**config.mk**
```make
export PLATFORM = sky130hd
export DESIGN_NAME = dual_region_seq
export DESIGN_NICKNAME = d
export VERILOG_FILES = /design/src/rtl/rcs_pkg.sv /design/src/rtl/rcs_succ.sv /design/src/rtl/rcs_cfg_port.sv /design/src/rtl/rcs_counters.sv /design/src/rtl/dual_region_seq.sv
export SDC_FILE = /design/constraint.sdc
export NUM_CORES = 1
export LEC_CHECK = 0
export CAP_MARGIN = 0
export CORE_MARGIN = 5
export CORE_UTILIZATION = 40
export CTS_BUF_LIST = sky130_fd_sc_hd__clkbuf_8
export DETAILED_ROUTE_END_ITERATION = 12
export GPL_TIMING_DRIVEN = 0
export PLACE_DENSITY = 0.61
export SLEW_MARGIN = 20
export SYNTH_ARGS = -nofsm -noshare
export SYNTH_HDL_FRONTEND = slang
export SYNTH_SLANG_ARGS = --single-unit
```
**constraint.sdc**
```tcl
create_clock -name clk -period 11.62 [get_ports clk]
set_clock_uncertainty 0.2 [all_clocks]
set_input_delay 1.162 -clock clk [delete_from_list [all_inputs] [get_ports clk]]
set_output_delay 1.162 -clock clk [all_outputs]
set_load 0.02 [all_outputs]
```
**src/rtl/rcs_pkg.sv**
```systemverilog
package rcs_pkg;
  typedef enum logic [1:0] {
    SLOT_EMPTY   = 2'd0,
    SLOT_LOADING = 2'd1,
    SLOT_READY   = 2'd2,
    SLOT_RUN     = 2'd3
  } slot_e;
endpackage

```
**src/rtl/rcs_succ.sv**
```systemverilog
// Successor of a task index: conditional tasks branch to +1/+2,
// the lower arm of a branch skips the upper one.
module rcs_succ #(
  parameter int MAX_TASKS = 16,
  parameter int NXT_W     = 6
) (
  input  logic [NXT_W-1:0]     cur,
  input  logic [MAX_TASKS-1:0] cond_mask,
  input  logic [MAX_TASKS-1:0] hint_mask,
  input  logic                 use_hint,
  input  logic                 branch_in,
  output logic [NXT_W-1:0]     nxt,
  output logic                 is_cond
);
  localparam int IDX_W = $clog2(MAX_TASKS);

  logic [NXT_W-1:0] prv;
  logic             cur_in, prv_in, prv_cond, branch;

  assign prv    = cur - NXT_W'(1);
  assign cur_in = cur < NXT_W'(MAX_TASKS);
  assign prv_in = (cur != '0) && (prv < NXT_W'(MAX_TASKS));

  always_comb begin
    is_cond  = cur_in ? cond_mask[cur[IDX_W-1:0]] : 1'b0;
    prv_cond = prv_in ? cond_mask[prv[IDX_W-1:0]] : 1'b0;
    branch   = use_hint ? (cur_in ? hint_mask[cur[IDX_W-1:0]] : 1'b0) : branch_in;
    if (is_cond)       nxt = cur + NXT_W'(1) + NXT_W'(branch);
    else if (prv_cond) nxt = cur + NXT_W'(2);
    else               nxt = cur + NXT_W'(1);
  end
endmodule

```
**src/rtl/rcs_cfg_port.sv**
```systemverilog
// Valid/ready request holder with one load outstanding at a time.
module rcs_cfg_port #(
  parameter int IDX_W = 4
) (
  input  logic             clk,
  input  logic             rst,
  input  logic             issue,
  input  logic [IDX_W-1:0] issue_task,
  input  logic             issue_region,
  input  logic             cfg_ready,
  input  logic             cfg_done,
  output logic             cfg_valid,
  output logic [IDX_W-1:0] cfg_task,
  output logic             cfg_region,
  output logic             busy,
  output logic             land
);
  logic waiting;

  assign busy = cfg_valid | waiting;
  assign land = waiting & cfg_done;

  always_ff @(posedge clk) begin
    if (rst) begin
      cfg_valid  <= 1'b0;
      waiting    <= 1'b0;
      cfg_task   <= '0;
      cfg_region <= 1'b0;
    end else begin
      if (issue && !busy) begin
        cfg_valid  <= 1'b1;
        cfg_task   <= issue_task;
        cfg_region <= issue_region;
      end else if (cfg_valid && cfg_ready) begin
        cfg_valid <= 1'b0;
        waiting   <= 1'b1;
      end else if (land) begin
        waiting <= 1'b0;
      end
    end
  end
endmodule

```
**src/rtl/rcs_counters.sv**
```systemverilog
module rcs_counters #(
  parameter int CNT_W = 24
) (
  input  logic             clk,
  input  logic             rst,
  input  logic             clear,
  input  logic             active,
  input  logic             loading,
  input  logic             running,
  output logic [CNT_W-1:0] busy_cycles,
  output logic [CNT_W-1:0] load_cycles,
  output logic [CNT_W-1:0] overlap_cycles
);
  always_ff @(posedge clk) begin
    if (rst || clear) begin
      busy_cycles    <= '0;
      load_cycles    <= '0;
      overlap_cycles <= '0;
    end else if (active) begin
      busy_cycles <= busy_cycles + CNT_W'(1);
      if (loading)             load_cycles    <= load_cycles + CNT_W'(1);
      if (loading && running)  overlap_cycles <= overlap_cycles + CNT_W'(1);
    end
  end
endmodule

```
**src/rtl/dual_region_seq.sv**
```systemverilog
module dual_region_seq #(
  parameter int MAX_TASKS = 16,
  parameter int CNT_W     = 24,
  localparam int IDX_W    = $clog2(MAX_TASKS),
  localparam int NUM_W    = IDX_W + 1
) (
  input  logic                 clk,
  input  logic                 rst,
  input  logic                 go,
  input  logic [NUM_W-1:0]     task_count,
  input  logic [MAX_TASKS-1:0] cond_mask,
  input  logic [MAX_TASKS-1:0] hint_mask,
  input  logic                 predict_en,
  output logic                 cfg_valid,
  input  logic                 cfg_ready,
  output logic                 cfg_region,
  output logic [IDX_W-1:0]     cfg_task,
  input  logic                 cfg_done,
  output logic [1:0]           task_start,
  input  logic [1:0]           task_finish,
  output logic [1:0]           region_valid,
  input  logic                 branch_pred,
  output logic                 seq_busy,
  output logic                 seq_done,
  output logic [CNT_W-1:0]     busy_cycles,
  output logic [CNT_W-1:0]     load_cycles,
  output logic [CNT_W-1:0]     overlap_cycles
);
  import rcs_pkg::*;
  localparam int NXT_W = IDX_W + 2;

  logic                 active, done_q, running, run_reg, ex_reg, ex_valid;
  logic [NXT_W-1:0]     ex_task, run_task;
  logic [NUM_W-1:0]     num_q;
  logic [MAX_TASKS-1:0] cmask_q, hmask_q;
  logic                 predict_q;
  slot_e                slot_st   [2];
  logic [NXT_W-1:0]     slot_task [2];

  logic [NXT_W-1:0] g_nxt, r_nxt, tgt_task;
  logic             g_cond, r_cond, tgt_ok, held, issue, start_now, fin;
  logic             cfg_busy, land, accept_go;

  // Guess for the successor of the running task (hint for branches).
  rcs_succ #(.MAX_TASKS(MAX_TASKS), .NXT_W(NXT_W)) u_guess (
    .cur(run_task), .cond_mask(cmask_q), .hint_mask(hmask_q),
    .use_hint(1'b1), .branch_in(1'b0), .nxt(g_nxt), .is_cond(g_cond));

  // Resolved successor, using the predicate present with finish.
  rcs_succ #(.MAX_TASKS(MAX_TASKS), .NXT_W(NXT_W)) u_resolve (
    .cur(run_task), .cond_mask(cmask_q), .hint_mask(hmask_q),
    .use_hint(1'b0), .branch_in(branch_pred), .nxt(r_nxt), .is_cond(r_cond));

  assign accept_go = go && !active;
  assign fin       = active && running && task_finish[run_reg];
  assign start_now = active && !running && ex_valid &&
                     slot_st[ex_reg] == SLOT_READY && slot_task[ex_reg] == ex_task;

  // Load target: successor of the running task, else the next task to run.
  always_comb begin
    if (running) begin
      tgt_task = g_nxt;
      tgt_ok   = active && (!g_cond || predict_q) && (g_nxt < NXT_W'(num_q));
    end else begin
      tgt_task = ex_task;
      tgt_ok   = active && ex_valid;
    end
    held  = slot_task[ex_reg] == tgt_task &&
            (slot_st[ex_reg] == SLOT_LOADING || slot_st[ex_reg] == SLOT_READY);
    issue = tgt_ok && !held && !cfg_busy;
  end

  rcs_cfg_port #(.IDX_W(IDX_W)) u_cfg (
    .clk(clk), .rst(rst), .issue(issue), .issue_task(tgt_task[IDX_W-1:0]),
    .issue_region(ex_reg), .cfg_ready(cfg_ready), .cfg_done(cfg_done),
    .cfg_valid(cfg_valid), .cfg_task(cfg_task), .cfg_region(cfg_region),
    .busy(cfg_busy), .land(land));

  rcs_counters #(.CNT_W(CNT_W)) u_cnt (
    .clk(clk), .rst(rst), .clear(accept_go), .active(active),
    .loading(cfg_busy), .running(running),
    .busy_cycles(busy_cycles), .load_cycles(load_cycles),
    .overlap_cycles(overlap_cycles));

  // Region slot bookkeeping.
  always_ff @(posedge clk) begin
    for (int r = 0; r < 2; r++) begin
      if (rst || accept_go) begin
        slot_st[r]   <= SLOT_EMPTY;
        slot_task[r] <= '0;
      end else if (issue && ex_reg == 1'(r)) begin
        slot_st[r]   <= SLOT_LOADING;
        slot_task[r] <= tgt_task;
      end else if (land && cfg_region == 1'(r)) begin
        slot_st[r] <= SLOT_READY;
      end else if (start_now && ex_reg == 1'(r)) begin
        slot_st[r] <= SLOT_RUN;
      end else if (fin && run_reg == 1'(r)) begin
        slot_st[r] <= SLOT_EMPTY;
      end
    end
  end

  // Execution control.
  always_ff @(posedge clk) begin
    if (rst) begin
      active     <= 1'b0;
      done_q     <= 1'b0;
      running    <= 1'b0;
      run_reg    <= 1'b0;
      run_task   <= '0;
      ex_reg     <= 1'b0;
      ex_task    <= '0;
      ex_valid   <= 1'b0;
      num_q      <= '0;
      cmask_q    <= '0;
      hmask_q    <= '0;
      predict_q  <= 1'b0;
      task_start <= '0;
    end else begin
      task_start <= '0;
      if (accept_go) begin
        active    <= task_count != '0;
        done_q    <= task_count == '0;
        running   <= 1'b0;
        ex_reg    <= 1'b0;
        ex_task   <= '0;
        ex_valid  <= task_count != '0;
        num_q     <= task_count;
        cmask_q   <= cond_mask;
        hmask_q   <= hint_mask;
        predict_q <= predict_en;
      end else if (active) begin
        if (start_now) begin
          running            <= 1'b1;
          run_task           <= ex_task;
          run_reg            <= ex_reg;
          ex_reg             <= ~ex_reg;
          task_start[ex_reg] <= 1'b1;
        end
        if (fin) begin
          running  <= 1'b0;
          ex_task  <= r_nxt;
          ex_valid <= r_nxt < NXT_W'(num_q);
          if (!(r_nxt < NXT_W'(num_q))) begin
            active <= 1'b0;
            done_q <= 1'b1;
          end
        end
      end
    end
  end

  assign seq_busy = active;
  assign seq_done = done_q;
  always_comb begin
    for (int r = 0; r < 2; r++)
      region_valid[r] = slot_st[r] == SLOT_READY || slot_st[r] == SLOT_RUN;
  end
endmodule

```
== Word level (Yosys, flattened, before mapping) ==
Memory sizes are Yosys's and may differ from the RTL's. A register that Yosys moved wholly into a read port is not among the register bits.
Cells that the tools add are included.

* Flip-flop bits (word level): 137
* Bits in writable memories: 16
* Bits of input ports: 46
* Output and inout bits: 84
* Logic and storage cells: 209
* Memories kept: 2

* $add $sub $neg: 8
* $lt $le $gt $ge: 9
* Equality and inequality tests: 9
* Mux-type cells: 87
* Bitwise logic cells: 19
* Reductions and logical operators: 55

{| class="wikitable"
|+ Memories
! name !! depth !! width !! rd ports !! clocked after Yosys merged registers in !! write ports !! RTL line !! text
|-
| slot_task || 2 || 6 || 1 || 1 || 2 || dual_region_seq.sv:38 || <nowiki>logic [NXT_W-1:0] slot_task [2];</nowiki>
|-
| slot_st || 2 || 2 || 3 || 1 || 2 || dual_region_seq.sv:37 || <nowiki>slot_e slot_st [2];</nowiki>
|}

{| class="wikitable"
|+ Operator list
! operator !! count
|-
| $add 24x1->24 const B || 3
|-
| $mux 1 || 69
|-
| $mux 6 || 6
|-
| $logic_and 1x1->1 || 26
|-
| $mux 2 || 8
|-
| $reduce_and 2->1 || 7
|-
| $add 6x1->6 || 2
|-
| $bmux 1 s4 || 3
|-
| $eq 6x6->1 || 2
|-
| $lt 6x5->1 || 2
|-
| $lt 6x5->1 const B || 2
|-
| $or 1x1->1 || 11
|-
| $eq 2x2->1 const B || 5
|-
| $lt 4x5->1 const B || 2
|-
| $reduce_bool 2->1 || 5
|-
| $not 1->1 || 7
|-
| $add 6x1->6 const B || 1
|-
| $add 6x2->6 const B || 1
|-
| $reduce_and 3->1 || 2
|-
| $reduce_bool 6->1 || 1
|-
| $sub 6x1->6 const B || 1
|-
| $logic_not 1->1 || 5
|-
| $logic_not 5->1 || 1
|-
| $logic_or 1x1->1 || 5
|-
| other kinds (9) || 10
|}

== Depth between registers and ports, before layout ==
* Word-level depth: 20
* Mapped depth: 20

== Hierarchy ==
A second synthesis with hierarchy kept.

* Cell total of the unflattened synthesis: 992
* Area total of the unflattened synthesis: 8710.9 µm²

{| class="wikitable"
|+ Modules (own cells, without submodules)
! module !! instances !! cells an instance !! area each (µm²) !! seq. area each (µm²)
|-
| dual_region_seq || 1 || 370 || 3289.4 || 1661.6
|-
| rcs_counters || 1 || 385 || 3280.6 || 1441.4
|-
| rcs_succ || 2 || 103 || 909.6 || 0.0
|-
| rcs_cfg_port || 1 || 31 || 321.6 || 140.1
|}

== Worst setup path before layout ==
OpenSTA, ideal clock, no wires.

* Path type: flip-flop to flip-flop
* From: register run_task[0]
* To: memory slot_task[0][0], enable pin
* Data arrival time: 4.487 ns
* Data required time: 11.043 ns
* Slack: 6.555 ns
* Stages on the path, launching flop included: 19
* Buffers on the path: 2
* Period minus slack after synthesis: 5.065 ns
* Path through: dfxtp_1 -> buf_4 -> buf_4 -> mux4_2 -> mux4_2 -> nor3b_1 -> ha_1 -> nand3_1 -> xor2_1 -> a21oi_1 -> a311o_1 -> nor3_1 -> inv_1 -> ha_1 -> a2111o_1 -> o21ai_0 -> o211a_2 -> o31ai_2 -> o21ai_0

{| class="wikitable"
|+ RTL lines
! what !! RTL line !! text
|-
| from (decl) || dual_region_seq.sv:33 || <nowiki>logic [NXT_W-1:0] ex_task, run_task;</nowiki>
|-
| from (signal assigned) || dual_region_seq.sv:136 || <nowiki>run_task <= ex_task;</nowiki>
|-
| to (decl) || dual_region_seq.sv:38 ||
|}

==> flow_summary.yaml <==
worst_hold_path:
  hp-class: "reg -> reg"
timing:
  tns_ns: 0
  setup_viol: 0
  hold_viol_final: 0
  worst_slew_pin_slew_ns: 1.05
  rsz0062_at_grt: "no"
  maxSlewHeadroom_pct: 29.1
  maxSlewViolCount: 0
  fmaxAchievable_ghz: 0.169
  fin_crit_sh_pct: 50.9
  min_period_ns: 5.92
clock_network:
  holdBufCountCts: 0
  cts.sinks: 154
  clock_latency_ns: 0.44
  clkTransAtPathRegs_ns: 0.09
  cts_root_buf: "clkbuf_8"
  cts_resized: 0
  cts_buffer_depth: 2
  cts_setup_buffers: 0
  cts_buffers: 17
  cts.htree.levels: 4
  cts_tree: "done"
synthesis:
  yosys_warnings: 0
  synth_top_area_cell: "dfxtp_1"
  ys_seq_area_share_pct: 41.5
  synth_fp_nets: 974
  synth_cell_types: 68
  yosysTopAreaCellShare_pct: 35.4
  synth_ff_type: "dfxtp_1"
  synth_edf_count: 16
  syn_inst: 906
  ys_async_sr_fraction_pct: 0
  ys_seq_elements: 154
  synth_area_leaders: "dfxtp_1 35%, nand2_1 7.0%, edfxtp_1 6.2%, xor2_1 5.9%, a21oi_1 5.1%"
  synth_area_per_cell_um2: 8.62
  synth_area_um2: 7810
worst_setup_path:
  critPathArrivalTime_ns: 5.79
  cp-start-kind: "flop"
  crit_family: "compound AO/OA/AOI/OAI gates"
  cp_slowest_cell: "o21ai_0"
  criticalPathCategory: "reg -> reg"
  crit_chain: "buf_4 -> buf_4 -> mux4_2 -> mux4_2 -> nor3b_1 -> ha_1 -> nand3_1 -> xor2_1 -> a21oi_1 -> a311o_1 -> nor3_1 -> inv_1 -> ha_1 -> a2111o_1 -> o21ai_0 -> o211a_2 -> o31ai_2 -> o21ai_0"
  critical_path_buf_inv_count: 3
  crit_required_ns: 11.49
  cp-end-kind: "flop"
  cp_max_fo: 10
  max_stage_delay_ns: 0.81
place:
  io_buffers: 129
  placed_cells: 1300
  post-dp-hpwl_um: 15800
  placed_area_um2: 9430
  gp_congestion: 0.860
finish:
  area.growth.synth_to_final_pct: 26.2
  fin_nets: 1122
  fin_cells: 1332
  final_common_cell: "nand2_1"
  top_regs: "u_cnt.busy_cycles: 24 flops, u_cnt.load_cycles: 24 flops, u_cnt.overlap_cycles: 24 flops"
  fin_util_pct: 51.0
  layout_common_cells: "145 x nand2_1, 138 x dfxtp_1, 129 x clkdlybuf4s50_1"
  drive_above_1_share_pct: 5.90
  design_area_um2: 9850
  diodes: 0
  fillers: 1846
floorplan:
  fp.dieW_um: 150
  row_count: 51
  start_util_pct: 40.4
  core_area_um2: 19300
  die_h_um: 150
  die_area_um2: 22400
  ios: 130
route:
  via_count: 6942
  postRouteAntennaNets: 0
  drt_iter0_markers: 373
  drc: 0
  routed_wl_um: 20900
  dr.pass1.iters: 5
  post_drt_wl_per_cell_um: 15.7
  viasPerCell: 5.21
outcome:
  status: "finished, final reports clean"
pwr:
  peakVddDrop_v: 0.0000705
  power.density_nw_per_um2: 111
  leakagePower_nw: 3.43
global_routing:
  grt_max_degree: 17
  grt-ovfl-total: 0
  grt_pass1_wl_um: 33900
  antenna_found_initial: 0
  grt_use_total_pct: 18.9
  grt_pass1_vias: 6625
job:
  maxCapViolCount: 0
-- worst reg2reg max path, stage by stage (launching register included) --
cell and delay, ns:
dfxtp_1 0.34, buf_4 0.20, buf_4 0.24, mux4_2 0.54, mux4_2 0.48, nor3b_1 0.17
ha_1 0.23, nand3_1 0.10, xor2_1 0.16, a21oi_1 0.05, a311o_1 0.38, nor3_1 0.16
inv_1 0.07, ha_1 0.17, a2111o_1 0.39, o21ai_0 0.24, o211a_2 0.39, o31ai_2 0.23
o21ai_0 0.81
-- cells by family after synthesis --
| logic type | after synthesis | synth area share [%] |
|---|---|---|
| AND/OR/NAND/NOR | 388 | 23.1 |
| AO/OA/AOI/OAI | 155 | 12.7 |
| flip-flops | 154 | 41.5 |
| XOR/XNOR | 81 | 9.18 |
| buffers and inverters | 68 | 3.57 |
| multiplexers | 38 | 6.36 |
| adder cells (fa/ha/maj) | 22 | 3.53 |
-- cells in the mapped netlist (4+ instances only) --
cell	instances
nand2b_1	6
dfxtp_1	138
a311o_1	4
nand2_1	145
a21oi_1	80
and4_1	6
mux4_2	9
mux2i_1	26
buf_1	5
edfxtp_1	16
nand3_1	38
nor4_1	11
nand4_1	16
clkbuf_1	30
or3_1	17
buf_2	4
nor3_1	15
nor2b_1	9
o21ai_0	27
ha_1	22
nor2_1	93
inv_1	25
and3_1	21
xor2_1	53
xnor2_1	27
-- layout make-up --
type                            count  area [um2]  share of cell area (%)
Buffer                             43         185                    1.88
Sequential cell                   154        3240                    32.9
Tap cell                          265         332                    3.36
Clock inverter                     15         191                    1.94
Clock buffer                       17         234                    2.37
Inverter                           25        93.8                   0.952
Timing Repair Buffer              129        1290                    13.1
Multi-Input combinational cell    684        4280                    43.5
-- power breakdown --
| part | leakage, nW | total [W] | switching (W) | internal [W] |
|---|---|---|---|---|
| clock network | 0.215 | 0.000433 | 0.000215 | 0.000218 |
| logic | 1.92 | 0.000105 | 0.0000619 | 0.0000429 |
| registers | 1.29 | 0.000559 | 0.00000859 | 0.000550 |
-- through the flow --
| stage | hold WS, ns | setup WS (ns) | power, W |
|---|---|---|---|
| floorplan | 0.233 | 6.56 | 0.000632 |
| global placement | 0.243 | 5.78 | 0.000675 |
| detailed placement | 0.248 | 5.63 | 0.000676 |
| CTS | 0.260 | 5.59 | 0.00111 |
| global route | 0.285 | 5.34 | 0.00114 |
| finish | 0.258 | 5.70 | 0.00110 |
-- worst paths after layout --
check	start	to	slack (ns)	depth (start not counted)
min reg2reg	hmask_q[0]$_SDFFE_PP0P_	hmask_q[0]$_SDFFE_PP0P_	0.26	2
min	hmask_q[0]$_SDFFE_PP0P_	hmask_q[0]$_SDFFE_PP0P_	0.26	2
max reg2reg	run_task[0]$_SDFFE_PP0P_	slot_task[1][0]$_SDFFCE_PN0P_	5.70	18
max	run_task[0]$_SDFFE_PP0P_	slot_task[1][0]$_SDFFCE_PN0P_	5.70	18
-- routing by layer --
metal	share of wire, %	global-route usage, %	vias to the layer above
li1	-	-	3476
met1	46	25.3	3297
met2	47	29.9	144
met3	5.4	5.00	25
met4	1.5	5.72	0
met5	0	0	-
Power figures use the tool's default switching activity.
